===== src/rtl/cdf_pkg.sv =====
package cdf_pkg;
  localparam int BYTE_W = 8;
  localparam int LFSR_W = 15;

  typedef struct packed {
    logic we;        // write the outgoing byte
    logic startSec;  // outgoing byte is index 0
    logic descr;     // apply descramble key
    logic lfsrLoad;  // preset LFSR for next byte
    logic lfsrStep;  // advance LFSR by one byte
    logic last;      // outgoing byte is final index
  } frStrobe_t;

  function automatic logic [BYTE_W-1:0] scrKey(input logic [LFSR_W-1:0] s);
    logic [LFSR_W-1:0] r;
    logic [BYTE_W-1:0] k;
    r = s;
    k = '0;
    for (int b = 0; b < BYTE_W; b++) begin
      k[b] = r[0];
      r = {r[0] ^ r[1], r[LFSR_W-1:1]};
    end
    return k;
  endfunction

  function automatic logic [LFSR_W-1:0] scrNext(input logic [LFSR_W-1:0] s);
    logic [LFSR_W-1:0] r;
    r = s;
    for (int b = 0; b < BYTE_W; b++) r = {r[0] ^ r[1], r[LFSR_W-1:1]};
    return r;
  endfunction
endpackage


===== src/rtl/cdf_datapath.sv =====
module cdf_datapath
  import cdf_pkg::*;
#(
  parameter int SYNC_LEN = 12,
  parameter int ADDR_W   = 16
) (
  input  logic                clk,
  input  logic                rstN,
  input  logic                inValid,
  input  logic [BYTE_W-1:0]   inByte,
  input  logic                inErr,
  input  frStrobe_t           stb,
  output logic                syncHit,
  output logic                memWe,
  output logic [ADDR_W-1:0]   memAddr,
  output logic [BYTE_W:0]     memData,
  output logic                sectorDone,
  output logic [ADDR_W-1:0]   sectorStart
);
  localparam int WIN = SYNC_LEN - 1;

  logic [WIN-1:0][BYTE_W-1:0] winQ;
  logic [WIN-1:0]             errQ;
  logic [WIN-1:0]             posOk;
  logic [LFSR_W-1:0]          lfsrQ;
  logic [ADDR_W-1:0]          wrAddr;
  logic [ADDR_W-1:0]          curStart;
  logic                       lastQ;
  logic [BYTE_W-1:0]          outByte;
  logic                       outErr;

  // window compare: oldest stored byte must be 00h, the rest FFh
  for (genvar k = 0; k < WIN; k++) begin : g_cmp
    if (k == WIN - 1) begin : g_head
      assign posOk[k] = (winQ[k] == 8'h00);
    end else begin : g_body
      assign posOk[k] = (winQ[k] == 8'hFF);
    end
  end

  assign syncHit = inValid && (inByte == 8'h00) && (&posOk);
  assign outByte = winQ[WIN-1];
  assign outErr  = errQ[WIN-1];

  always_ff @(posedge clk) begin
    if (!rstN) begin
      winQ <= '0;
      errQ <= '0;
    end else if (inValid) begin
      winQ <= {winQ[WIN-2:0], inByte};
      errQ <= {errQ[WIN-2:0], inErr};
    end
  end

  always_ff @(posedge clk) begin
    if (!rstN) begin
      lfsrQ <= LFSR_W'(1);
    end else if (stb.lfsrLoad) begin
      lfsrQ <= LFSR_W'(1);
    end else if (stb.lfsrStep) begin
      lfsrQ <= scrNext(lfsrQ);
    end
  end

  always_ff @(posedge clk) begin
    if (!rstN) begin
      memWe       <= 1'b0;
      memAddr     <= '0;
      memData     <= '0;
      wrAddr      <= '0;
      curStart    <= '0;
      lastQ       <= 1'b0;
      sectorDone  <= 1'b0;
      sectorStart <= '0;
    end else begin
      memWe      <= stb.we;
      lastQ      <= stb.we && stb.last;
      sectorDone <= lastQ;
      if (lastQ) sectorStart <= curStart;
      if (stb.we) begin
        memAddr <= wrAddr;
        memData <= {outErr, stb.descr ? (outByte ^ scrKey(lfsrQ)) : outByte};
        wrAddr  <= wrAddr + 1'b1;
        if (stb.startSec) curStart <= wrAddr;
      end
    end
  end
endmodule


===== src/rtl/cdf_control.sv =====
module cdf_control
  import cdf_pkg::*;
#(
  parameter int SECTOR_BYTES = 2352,
  parameter int SYNC_LEN     = 12
) (
  input  logic      clk,
  input  logic      rstN,
  input  logic      inValid,
  input  logic      syncHit,
  input  logic      detectEn,
  input  logic      interpEn,
  input  logic      descrambleEn,
  input  logic      bufferEn,
  input  logic      drainEn,
  output frStrobe_t stb,
  output logic      noSync,
  output logic      illegalSync,
  output logic      shortBlock,
  output logic      longBlock
);
  localparam int IDX_W = $clog2(SECTOR_BYTES);
  localparam logic [IDX_W-1:0] LAST_IDX = IDX_W'(SECTOR_BYTES - 1);
  localparam logic [IDX_W-1:0] SYNC_IDX = IDX_W'(SYNC_LEN - 1);
  localparam logic [IDX_W-1:0] DATA_IDX = IDX_W'(SYNC_LEN);

  logic             lockedQ;
  logic             activeQ;
  logic [IDX_W-1:0] idxQ;

  logic hit, startEv, loseEv, illegalEv, shortEv, insertEv, proceed, writeOk;
  logic [IDX_W-1:0] curIdx;

  assign hit = syncHit && detectEn;

  always_comb begin
    startEv   = 1'b0;
    loseEv    = 1'b0;
    illegalEv = 1'b0;
    shortEv   = 1'b0;
    insertEv  = 1'b0;
    if (inValid) begin
      if (!lockedQ) begin
        startEv = hit;
      end else if (idxQ == '0) begin
        if (hit) begin
          startEv = 1'b1;
        end else if (interpEn) begin
          startEv  = 1'b1;
          insertEv = 1'b1;
        end else begin
          loseEv = 1'b1;
        end
      end else if (hit) begin
        if (interpEn) begin
          illegalEv = 1'b1;
        end else begin
          startEv = 1'b1;
          shortEv = 1'b1;
        end
      end
    end
  end

  assign curIdx  = startEv ? '0 : idxQ;
  assign proceed = inValid && (startEv || (lockedQ && !loseEv));
  assign writeOk = startEv ? bufferEn : (activeQ && (bufferEn || drainEn));

  always_comb begin
    stb          = '0;
    stb.we       = proceed && writeOk;
    stb.startSec = startEv;
    stb.last     = (curIdx == LAST_IDX);
    stb.descr    = descrambleEn && (curIdx >= DATA_IDX);
    stb.lfsrLoad = proceed && (curIdx == SYNC_IDX);
    stb.lfsrStep = proceed && (curIdx >= DATA_IDX);
  end

  always_ff @(posedge clk) begin
    if (!rstN) begin
      lockedQ <= 1'b0;
      activeQ <= 1'b0;
      idxQ    <= '0;
    end else begin
      if (loseEv) begin
        lockedQ <= 1'b0;
        activeQ <= 1'b0;
        idxQ    <= '0;
      end else if (proceed) begin
        lockedQ <= 1'b1;
        idxQ    <= (curIdx == LAST_IDX) ? '0 : curIdx + 1'b1;
        if (startEv) activeQ <= bufferEn;
        else if (!(bufferEn || drainEn)) activeQ <= 1'b0;
      end
    end
  end

  always_ff @(posedge clk) begin
    if (!rstN) begin
      noSync      <= 1'b0;
      illegalSync <= 1'b0;
      shortBlock  <= 1'b0;
      longBlock   <= 1'b0;
    end else if (startEv || loseEv) begin
      noSync      <= insertEv;
      shortBlock  <= shortEv;
      longBlock   <= loseEv;
      illegalSync <= 1'b0;
    end else if (illegalEv) begin
      illegalSync <= 1'b1;
    end
  end
endmodule


===== src/rtl/cd_sector_framer.sv =====
module cd_sector_framer
  import cdf_pkg::*;
#(
  parameter int SECTOR_BYTES = 2352,
  parameter int SYNC_LEN     = 12,
  parameter int ADDR_W       = 16
) (
  input  logic              clk,
  input  logic              rstN,
  input  logic              inValid,
  input  logic [7:0]        inByte,
  input  logic              inErr,
  input  logic              detectEn,
  input  logic              interpEn,
  input  logic              descrambleEn,
  input  logic              bufferEn,
  input  logic              drainEn,
  output logic              memWe,
  output logic [ADDR_W-1:0] memAddr,
  output logic [8:0]        memData,
  output logic              sectorDone,
  output logic [ADDR_W-1:0] sectorStart,
  output logic              noSync,
  output logic              illegalSync,
  output logic              shortBlock,
  output logic              longBlock
);
  frStrobe_t stb;
  logic      syncHit;

  cdf_control #(.SECTOR_BYTES(SECTOR_BYTES), .SYNC_LEN(SYNC_LEN)) u_ctrl (
    .clk(clk), .rstN(rstN), .inValid(inValid), .syncHit(syncHit),
    .detectEn(detectEn), .interpEn(interpEn), .descrambleEn(descrambleEn),
    .bufferEn(bufferEn), .drainEn(drainEn), .stb(stb),
    .noSync(noSync), .illegalSync(illegalSync),
    .shortBlock(shortBlock), .longBlock(longBlock)
  );

  cdf_datapath #(.SYNC_LEN(SYNC_LEN), .ADDR_W(ADDR_W)) u_dp (
    .clk(clk), .rstN(rstN), .inValid(inValid), .inByte(inByte), .inErr(inErr),
    .stb(stb), .syncHit(syncHit), .memWe(memWe), .memAddr(memAddr),
    .memData(memData), .sectorDone(sectorDone), .sectorStart(sectorStart)
  );
endmodule


===== config.mk =====
export PLATFORM = sky130hd
export DESIGN_NAME = cd_sector_framer
export DESIGN_NICKNAME = d
export VERILOG_FILES = /design/src/rtl/cdf_pkg.sv /design/src/rtl/cdf_datapath.sv /design/src/rtl/cdf_control.sv /design/src/rtl/cd_sector_framer.sv
export SDC_FILE = /design/constraint.sdc
export NUM_CORES = 1
export LEC_CHECK = 0
export BUFFER_PORTS_ARGS = -buffer_cell sky130_fd_sc_hd__buf_2
export CAP_MARGIN = 20
export CORE_MARGIN = 5
export CORE_UTILIZATION = 50
export DETAILED_ROUTE_END_ITERATION = 16
export PLACE_DENSITY = 0.76
export SYNTH_ARGS = -nofsm -noshare
export SYNTH_HDL_FRONTEND = slang
export SYNTH_HIERARCHICAL = 1
export SYNTH_SLANG_ARGS = --single-unit

===== constraint.sdc =====
create_clock -name clk -period 4.4 [get_ports clk]
set_clock_uncertainty 0.2 [all_clocks]
set_input_delay 0 -clock clk [delete_from_list [all_inputs] [get_ports clk]]
set_output_delay 0 -clock clk [all_outputs]
set_load 0.01 [all_outputs]

Word-level counts from Yosys, hierarchy flattened
Index checks and enable logic that the tools add are counted.
- output and inout bits: 47
- bits of input ports: 17
- logic and storage cells: 106
- flip-flop bits (word level): 208
- add/subtract/negate cells: 2
- equality and inequality tests: 13
- order comparisons: 1
- reduce and logical (&&, ||, !) cells: 24
- bitwise gates (word level): 10
- multiplexer cells: 28
- operators with widths (cell ; number):
    == test 8 bit, second input constant ; 10
    two-way mux 1 bit ; 25
    two-way mux 12 bit ; 2
    adder 16 x 1 -> 16 bit, second input constant ; 1
    zero test 8 bit ; 2
    adder 12 x 1 -> 12 bit, second input constant ; 1
    == test 12 bit, second input constant ; 1
    == test 12 x 4 -> 1 bit, second input constant ; 1
    >= comparator 12 x 4 -> 1 bit, second input constant ; 1
    zero test 12 bit ; 1
    logical AND 1 bit ; 11
    AND reduction 11 bit ; 1
    two-way mux 8 bit ; 1
    XOR 1 bit ; 8
    XOR 8 bit ; 1
    OR reduction 2 bit ; 3
    AND reduction 2 bit ; 2
    logical OR 1 bit ; 3
    != test 2 x 1 -> 1 bit, second input constant ; 1
    zero test 1 bit ; 1
    NOT 1 bit ; 1

Longest topological paths before layout
Gate-level depths: netlist (run 1).
- depth in word-level cells: 14
- depth in mapped cells: 18
- mapped depth without buffers: 15

By module
The synthesis (run 1) kept the hierarchy.
- by module, submodules not included (module ; area each (sq um) ; instances ; cells an instance ; seq. area each (sq um)):
    cdf_datapath ; 7581.0 ; 1 ; 718 ; 3803.6
    cdf_control ; 1157.4 ; 1 ; 150 ; 360.3

Worst setup path before layout (run 1)
OpenSTA, ideal clock, no wires.
- path type: flip-flop to flip-flop
- start: register u_dp/winQ[4] (netlist name)
- end: register u_ctrl.idxQ[3]
- cell stages (with the launch flop): 16
- required time: 4126 ps
- path buffers: 1
- library setup time: 74 ps
- path slack: 950 ps
- period minus slack after synthesis: 3450 ps
- data arrival time: 3176 ps
- cell sequence: dfxtp_1 or4b_1 nor4_2 nand3_1 nor3_2 and2_1 buf_2 nand3_2 and2_1 ha_1 nand3_1 nor4_4 nand3_1 inv_1 or4_1 a31oi_1
- RTL lines (element ; RTL line ; text):
    from (decl) ; cdf_datapath.sv:22 ; logic [WIN-1:0][BYTE_W-1:0] winQ;
    from (signal assigned) ; cdf_datapath.sv:50 ; winQ <= {winQ[WIN-2:0], inByte};
    to (signal assigned) ; cdf_control.sv:91 ; idxQ <= (curIdx == LAST_IDX) ? '0 : curIdx + 1'b1;
    to (decl) ; cdf_control.sv:29 ; logic [IDX_W-1:0] idxQ;

==> impl_metrics.tcl, run 1 <==
set metrics [dict create \
    min_from "descrambleEn" \
    drv_cap 0 \
    gr-total-overflow 0 \
    fmax_ghz 0.253 \
    min_to "u_dp/memData[1]$_SDFFE_PN0P_" \
    drt-total-wl_um 18300 \
    ys_async_sr_fraction_pct 0 \
    critPathSlowestCell "or4_1" \
    cts_root_buffer "clkbuf_16" \
    regToRegSetupSlack_ns 0.44 \
    tns_ns 0 \
    fillers 1460 \
    cp.arrival_ns 4.17 \
    start_util_pct 50.7 \
    wl_per_cell_um 15.7 \
    antenna_found_initial 0 \
    reg2reg_to "u_ctrl/idxQ[3]$_SDFFE_PP0P_" \
    pre_cts_ws_ns 0.497 \
    path_cells "or4b_1, nor4_2, nand3_1, nor3_2, and2_1, nand3_2, and2_1, ha_1, nand3_1, nor4_4, nand3_1, inv_1, or4_1, a31oi_1" \
    portBuffers 63 \
    setup_viol 0 \
    rows 48 \
    grt_pass1_vias 5920 \
    synth_seq_cells 208 \
    crit_type "reg2reg" \
    yosys_most_used_dff "dfxtp_1" \
    grt_pass1_wl_um 30200 \
    cp_max_fo 10 \
    start_kind "flop" \
    clk_latency_ns 0.49 \
    avgViaCountPerCell 5.34 \
    grt_util_all_layers_pct 17.7 \
    path_buf_inv 1 \
    hold_path.class "in2reg" \
    fin_crit_ns 3.96 \
    endpoint_kind "flop" \
    syn_area_mm2 0.00874 \
    reg2regPathDepth 14 \
    ir_worst_vdd_uv 326 \
    yosys_warnings 6 \
    min_period_over_period_pct 89.9 \
    critPathMaxStageDelay_ns 0.52 \
    clock-sinks 208 \
    vias 6233 \
    relSlewSlack_pct 29.3 \
    postCtsSetupBuffers 0 \
    synth_edf_count 0 \
    drt_iter0_markers 389 \
    grt_max_degree 133 \
    dpl.hpwl_um 12000 \
    cellPowerDensity_mw_per_mm2 384 \
    cts_buffers 22 \
    ys_seq_area_share_pct 47.7 \
    dieWidth_um 142 \
    clockBufferDepth 3 \
    synth_nets 887 \
    rsz0062_at_grt "no" \
    reg2reg_from "u_dp/winQ[4]$_SDFFE_PN0P_" \
    die_area_mm2 0.0202 \
    layout_setup_ws_ns 0.444 \
    cts.clk_slew.worst_paths_ns 0.06 \
    syn_inst 868 \
    synth_area_per_cell_um2 10.1 \
    insertedDiodeCount 0 \
    whs_ns 0.0496 \
    h-tree-depth 1 \
    status "finished, final reports clean" \
    cts_tree "built" \
    core_area_mm2 0.0172 \
    drive_gt1_share_pct 13.1 \
    finalHoldViolCount 0 \
    gp_congestion 0.907 \
    drc_errors 0 \
    io-pin-count 64 \
    cp_common_cell "nand3_1" \
    critPathRequiredTime_ns 4.61 \
    die_h_um 142 \
    critical-path-top-delay-family "simple AND/OR/NAND/NOR gates" \
    min_path_cells 6 \
    finalMaxSlewViolations 0 \
    syn2layout_area_growth_pct 15.2 \
    power_leakage_nw 3.84 \
    synth_cell_type_count 59 \
    worst_slew_pin_slew_ns 1.06 \
    finalNetCount 946 \
    drt_pre_antenna_iters 4 \
    postRouteAntennaNets 0 \
]
[report_power, final]
part           switching [mW]  total, mW  internal (mW)  leakage (nW)
sequential            0.00897       1.90           1.89          1.68
clock                   0.714       1.84           1.12         0.352
combinational          0.0642      0.127         0.0627          1.81
total                   0.787       3.87           3.08          3.84
[what timing repair did]
action / 4_1_cts / 5_1_grt
hold buffers: 19 / 0
endpoints found under the hold margin: 69 / 0
resized for setup: 0 / 0
[per-stage QoR]
stage	util (%)	cells	power, mW	instance area (um^2)
finish	58.4	1167	3.87	10100
global route	58.4	1167	3.99	10100
CTS	58.4	1167	3.92	10100
detailed placement	53.1	1109	2.06	9150
global placement	53.1	1109	2.06	9150
floorplan	-	868	2.03	8740
[cell usage in the layout (no fill, tap or decap), drive strengths merged, types with 13 or more instances in the layout]
cell / count
xor2: 16
dfxtp: 208
and2: 17
nand3: 23
nor2: 25
buf: 71
dlygate4sd3: 19
nand4: 22
a21boi: 19
a21oi: 17
nor4: 13
nand2: 71
clkbuf: 32
nor2b: 134
mux2i: 139
[logic make-up after synthesis]
kind of cell	share of synthesized area [%]
adders and majority gates	0.286
AOI/OAI and AO/OA	7.36
DFF	47.7
xor gates and xnor gates	2.81
muxes	15.9
buffers and inverters	3.31
and+or+nand+nor	22.7
[sequential cells by signal, indices dropped and copies added, names as in the netlist]
name                flops
u_dp/wrAddr            16
u_ctrl/idxQ            12
u_ctrl/noSync           1
u_ctrl/shortBlock       1
u_dp/sectorStart       16
u_ctrl/activeQ          1
u_dp/memAddr           16
u_dp/curStart          16
u_dp/memData            9
u_ctrl/longBlock        1
u_ctrl/illegalSync      1
u_dp/winQ              80
u_dp/memWe              1
u_dp/lfsrQ             15
u_dp/errQ              11
u_dp/sectorDone         1
u_ctrl/lockedQ          1
u_dp/outByte            8
u_dp/lastQ              1
[tightest hold or removal path, cell delays in order]
cell     delay, ns
buf_2         0.09
nor3b_1       0.23
nand2_1       0.12
xor2_1        0.07
nand2_1       0.06
o211a_1       0.12
[layout make-up]
| class | instances | area, um^2 | share of cell area (%) |
|---|---|---|---|
| repair buffers | 90 | 571 | 5.67 |
| clock buffers | 32 | 639 | 6.35 |
| flip-flops and latches | 208 | 4160 | 41.4 |
| clock inverters | 7 | 90.1 | 0.895 |
| inverters | 8 | 30.0 | 0.298 |
| well taps | 225 | 282 | 2.80 |
| multi-input cells | 597 | 4290 | 42.6 |
[cell usage after synthesis, types with 16 or more instances]
cell type | count | area (um^2)
a21oi_1 | 16 | 80.1
xor2_1 | 16 | 140
nand2_1 | 71 | 267
buf_2 | 25 | 125
nor2b_1 | 134 | 838
dfxtp_1 | 208 | 4160
clkbuf_1 | 25 | 93.8
a21boi_0 | 17 | 128
and2_1 | 17 | 106
nor2_1 | 25 | 93.8
mux2i_1 | 139 | 1390
nand3_1 | 21 | 105
nand4_1 | 19 | 119
[routing by layer]
metal	share of wire, %	track usage, %	up-vias
met3	3.9	2.52	28
met2	46	29.1	105
li1	-	-	3125
met1	48	24.8	2975
met5	0	0	-
met4	2.0	3.89	0
[worst max path at each step]
stage                                    startpoint                     endpoint  slack [ns]  depth (start not counted)
after floorplan           u_dp/winQ[4]$_SDFFE_PN0P_  u_ctrl/idxQ[3]$_SDFFE_PP0P_        0.95                         15
after CTS                 u_dp/winQ[4]$_SDFFE_PN0P_  u_ctrl/idxQ[3]$_SDFFE_PP0P_        0.48                         14
after detailed placement  u_dp/winQ[4]$_SDFFE_PN0P_  u_ctrl/idxQ[3]$_SDFFE_PP0P_        0.50                         14
final                     u_dp/winQ[4]$_SDFFE_PN0P_  u_ctrl/idxQ[3]$_SDFFE_PP0P_        0.44                         14
after global placement    u_dp/winQ[4]$_SDFFE_PN0P_  u_ctrl/idxQ[3]$_SDFFE_PP0P_        0.56                         14
after global routing      u_dp/winQ[4]$_SDFFE_PN0P_  u_ctrl/idxQ[3]$_SDFFE_PP0P_        0.18                         14
No activity file was read; power rests on OpenSTA's default activity.
==> inputs of run 2 (changes only) <==
--- a/config.mk
+++ b/config.mk
@@ -6,11 +6,10 @@
 export NUM_CORES = 1
 export LEC_CHECK = 0
 export BUFFER_PORTS_ARGS = -buffer_cell sky130_fd_sc_hd__buf_2
-export CAP_MARGIN = 20
 export CORE_MARGIN = 5
-export CORE_UTILIZATION = 50
+export CORE_UTILIZATION = 55
 export DETAILED_ROUTE_END_ITERATION = 16
-export PLACE_DENSITY = 0.76
+export PLACE_DENSITY = 0.82
 export SYNTH_ARGS = -nofsm -noshare
 export SYNTH_HDL_FRONTEND = slang
 export SYNTH_HIERARCHICAL = 1
==> impl_metrics.tcl, run 2 (synthesis gave the netlist of run 1 again) <==
set metrics [dict create \
    cp.arrival_ns 4.27 \
    fmax_ghz 0.246 \
    drive_gt1_share_pct 13.6 \
    grt_pass1_wl_um 29900 \
    switching_share_pct 19.7 \
    insertedDiodeCount 0 \
    cp_max_fo 10 \
    rows 46 \
    cts_buffers 22 \
    whs_ns 0.0176 \
    ir_worst_vdd_uv 297 \
    finalNetCount 943 \
    avgViaCountPerCell 5.37 \
    min_period_over_period_pct 92.3 \
    h-tree-depth 1 \
    critPathRequiredTime_ns 4.61 \
    status "finished, final reports clean" \
    core_area_mm2 0.0157 \
    cts_root_buffer "clkbuf_16" \
    die_area_mm2 0.0185 \
    grt_pass1_vias 5892 \
    finalMaxSlewViolations 0 \
    finalHoldViolCount 0 \
    fin_crit_ns 4.06 \
    path_buf_inv 1 \
    start_util_pct 55.6 \
    pwr-share-comb_pct 3.0 \
    start_kind "flop" \
    critPathSlowestCell "or4_1" \
    place_inst 1100 \
    finish.instance_area_mm2 0.0102 \
    grt_max_degree 117 \
    p_seq_share_pct 45.5 \
    critical-path-top-delay-family "simple AND/OR/NAND/NOR gates" \
    drv_cap 0 \
    cp_common_cell "nand3_1" \
    layout_setup_ws_ns 0.337 \
    portBuffers 63 \
    drc_errors 0 \
    cellPowerDensity_mw_per_mm2 411 \
    cts_repair_resize_count 0 \
    grt_util_all_layers_pct 19.5 \
    die_h_um 136 \
    drt_pre_antenna_iters 5 \
    gr-total-overflow 0 \
    postRouteAntennaNets 0 \
    pre_cts_ws_ns 0.414 \
    worst-path-stages 14 \
    critPathMaxStageDelay_ns 0.52 \
    syn2layout_area_growth_pct 16.2 \
    cts.clk_slew.worst_paths_ns 0.07 \
    drt-total-wl_um 18100 \
    hold_path.class "in2reg" \
    clock-sinks 208 \
    relSlewSlack_pct 29.7 \
    gp_congestion 0.850 \
    setup_viol 0 \
    final_cell_mix "dfxtp_1 (208), mux2i_1 (139), nor2b_1 (134)" \
    rsz0062_at_grt "no" \
    p_sw_uw 823 \
    tns_ns 0 \
    vias 6211 \
    endpoint_kind "flop" \
    wl_per_cell_um 15.7 \
    drt_iter0_markers 450 \
    dpl.hpwl_um 11800 \
    clockBufferDepth 3 \
    place_area_mm2 0.00914 \
    stdcell_count 1156 \
    crit_type "reg2reg" \
    power_leakage_nw 3.90 \
    path_cells "or4b_1, nor4_2, nand3_1, nor3_2, and2_1, nand3_2, and2_1, ha_1, nand3_1, nor4_4, nand3_1, inv_1, or4_1, a31oi_1" \
    min_path_cells 6 \
    final_common_cell "dfxtp_1" \
    power.share.clock_pct 51.4 \
    worst_slew_pin_slew_ns 1.05 \
    cts_tree "built" \
    largest_reg_flops 80 \
    regMostFlops "u_dp/winQ" \
    totalPowerFinal_mw 4.18 \
    antenna_found_initial 0 \
    reg2regPathDepth 14 \
    p_int_mw 3.35 \
    clk_latency_ns 0.51 \
    fin_util_pct 64.6 \
    io-pin-count 64 \
    dieWidth_um 136 \
]
==> run 2: changes by cell type in the layout (fill, tap and decap cells not counted) <==
cell,change
bufinv_16,+5
clkbuf_1,-4
dlygate4sd3_1,-3
clkinvlp_4,-2
clkbuf_16,-1
clkbuf_8,+1
clkinv_2,+1
clkinv_8,+1
==> run 2: metal layers <==
metal	global-route usage, %	up-vias	share of wire, %
met2	32.1	132	47
met1	26.8	2927	47
met4	4.70	0	1.5
li1	-	3127	-
met3	3.33	25	4.3
met5	0	-	0
==> run 2: worst paths after layout <==
path                                                 endpoint                     startpoint  slack, ns
worst max register to register    u_ctrl/idxQ[3]$_SDFFE_PP0P_      u_dp/winQ[4]$_SDFFE_PN0P_       0.34
worst min-delay path             u_dp/memData[5]$_SDFFE_PN0P_                   descrambleEn       0.02
worst max-delay path              u_ctrl/idxQ[3]$_SDFFE_PP0P_      u_dp/winQ[4]$_SDFFE_PN0P_       0.34
worst min register to register  u_dp/curStart[7]$_SDFFE_PN0P_  u_dp/curStart[7]$_SDFFE_PN0P_       0.26
==> run 2: cell type report <==
cell class | count | area (um^2)
well taps | 216 | 270
multi-input cells | 597 | 4290
repair buffers | 87 | 541
clock inverters | 12 | 246
inverters | 8 | 30.0
clock buffers | 28 | 613
flip-flops and latches | 208 | 4160
fillers | 1207 | 5560
==> run 2: power groups by stage <==
stage / registers, mW / clock network (mW) / logic [mW]
2_1_floorplan: 1.94 / 0 / 0.0894
4_1_cts: 1.90 / 2.18 / 0.125
3_3_place_gp: 1.94 / 0 / 0.115
3_5_place_dp: 1.94 / 0 / 0.116
6_report: 1.90 / 2.15 / 0.126
5_1_grt: 1.90 / 2.27 / 0.135
==> run 2: repair_timing <==
action                                  CTS  global route
hold buffers                             16             0
buffers inserted                          0             0
endpoints found under the setup margin    0             0
endpoints found under the hold margin    79             0
==> run 2: worst reg2reg max path: stages (launching register included) <==
cell and delay, ns:
dfxtp_1 0.34, or4b_1 0.48, nor4_2 0.26, nand3_1 0.13
nor3_2 0.22, and2_1 0.27, nand3_2 0.24, and2_1 0.27
ha_1 0.25, nand3_1 0.17, nor4_4 0.07, nand3_1 0.25
inv_1 0.12, or4_1 0.52, a31oi_1 0.18
==> inputs of run 3 (changes only) <==
==> constraint.sdc (replaced) <==
create_clock -name clk -period 4.4 [get_ports clk]
set_clock_uncertainty 0.2 [all_clocks]
set_input_delay 0.88 -clock clk [delete_from_list [all_inputs] [get_ports clk]]
set_output_delay 0.88 -clock clk [all_outputs]
set_load 0.01 [all_outputs]
==> impl_metrics.tcl, run 3 (synthesis gave the netlist of run 1 again) <==
set metrics [dict create \
    status "finished, final reports clean" \
    avgViaCountPerCell 5.43 \
    die_area_mm2 0.0185 \
    drt_iter0_markers 431 \
    drc_errors 0 \
    fillers 1281 \
    finalMaxSlewViolations 0 \
    hold_path.class "reg2reg" \
    place_inst 1106 \
    wl_per_cell_um 15.4 \
    postRouteAntennaNets 0 \
    dpl.hpwl_um 11800 \
    grt_pass1_wl_um 28800 \
    fin_crit_ns 3.77 \
    stdcell_count 1145 \
    final_common_cell "dfxtp_1" \
    rsz0062_at_grt "no" \
    fmax_ghz 0.265 \
    clk_latency_ns 0.49 \
    min_period_over_period_pct 85.7 \
    cp_max_fo 16 \
    grt_max_degree 110 \
    setup_viol 0 \
    cellPowerDensity_mw_per_mm2 386 \
    finalHoldViolCount 0 \
    postCtsSetupBuffers 0 \
    totalPowerFinal_mw 3.82 \
    gr-total-overflow 0 \
    dieWidth_um 136 \
    critPathRequiredTime_ns 4.60 \
    portBuffers 63 \
    drive_gt1_share_pct 13.7 \
    cts_tree "built" \
    drv_cap 0 \
    insertedDiodeCount 0 \
    clock-sinks 208 \
    cts_root_buffer "clkbuf_16" \
    finalNetCount 933 \
    syn2layout_area_growth_pct 13.3 \
    crit_type "in2reg" \
    antenna_found_initial 0 \
    rows 46 \
    vias 6213 \
    hold_buffers 0 \
    largest_reg_flops 80 \
    clockBufferDepth 3 \
    grt_util_all_layers_pct 18.6 \
    h-tree-depth 1 \
    start_kind "primary input" \
    drt_pre_antenna_iters 5 \
    regMostFlops "u_dp/winQ" \
    whs_ns 0.263 \
    cp.arrival_ns 3.97 \
    endpoint_kind "flop" \
    gp_congestion 0.924 \
    drt-total-wl_um 17700 \
    cts_repair_resize_count 0 \
    relSlewSlack_pct 35.0 \
    tns_ns 0 \
    cts_buffers 22 \
    cts.clk_slew.worst_paths_ns 0.06 \
    io-pin-count 64 \
    power_leakage_nw 3.78 \
    final_cell_mix "dfxtp_1 (208), mux2i_1 (139), nor2b_1 (134)" \
    worst_slew_pin_slew_ns 0.973 \
    ir_worst_vdd_uv 320 \
    start_util_pct 55.6 \
    die_h_um 136 \
    grt_pass1_vias 5830 \
    core_area_mm2 0.0157 \
]
-- run 3: cell types whose count changed in the layout (fill, tap and decap cells not counted), sizes merged --
| cell | change |
|---|---|
| dlygate4sd3 | -16 |
| clkbuf | +8 |
| buf | +6 |
| bufinv | -6 |
| clkinvlp | +1 |
| clkinv | -4 |
-- run 3: cell type report --
class	instances	area [um^2]	area share, %
clock buffers	36	674	6.81
flip-flops and latches	208	4160	42.1
well taps	216	270	2.73
repair buffers	77	425	4.30
multi-input cells	597	4290	43.4
clock inverters	3	42.5	0.430
inverters	8	30.0	0.303
-- run 3: report_power, final --
part	switching [mW]	internal (mW)
registers	0.00932	1.89
logic	0.0608	0.0548
clock network	0.705	1.10
total	0.775	3.05
-- run 3: worst max-delay path, cell delays in order --
cell and delay (ns):
buf_2 0.11, or4b_1 0.58, nor4_2 0.24, nand3_1 0.12
nor3_2 0.20, and2_1 0.18, buf_4 0.14, and3_1 0.22
a21oi_4 0.10, a21oi_1 0.37, nor2_4 0.10, nand2_1 0.41
nand2_1 0.10, a21boi_0 0.21
-- run 3: worst paths after layout --
| kind | endpoint | slack, ns | startpoint | depth (start not counted) |
|---|---|---|---|---|
| setup reg to reg | u_dp/memData[3]$_SDFFE_PN0P_ | 0.80 | u_dp/outByte[7]$_SDFFE_PN0P_ | 15 |
| setup / recovery | u_dp/curStart[0]$_SDFFE_PN0P_ | 0.63 | inByte[1] | 14 |
| hold reg to reg | u_dp/curStart[7]$_SDFFE_PN0P_ | 0.26 | u_dp/curStart[7]$_SDFFE_PN0P_ | 2 |
| hold / removal | u_dp/curStart[7]$_SDFFE_PN0P_ | 0.26 | u_dp/curStart[7]$_SDFFE_PN0P_ | 2 |
-- run 3: per-layer routing --
metal / share of wire (%) / global-route usage [%] / wire length [um] / up-vias
met5: 0 / 0 / 0 / -
met2: 46 / 31.1 / 8180 / 130
met4: 3.1 / 5.94 / 549 / 0
met3: 4.4 / 3.07 / 771 / 48
li1: - / - / - / 3118
met1: 46 / 24.7 / 8180 / 2917
-- run 3: metrics by stage --
step | area, um^2 | worst slack [ns] | utilization, %
2_1_floorplan | 8740 | 0.301 | -
3_3_place_gp | 9180 | 0.189 | 58.4
3_5_place_dp | 9180 | 0.131 | 58.4
4_1_cts | 9900 | 0.636 | 63.0
5_1_grt | 9900 | 0.440 | 63.0
6_report | 9900 | 0.628 | 63.0
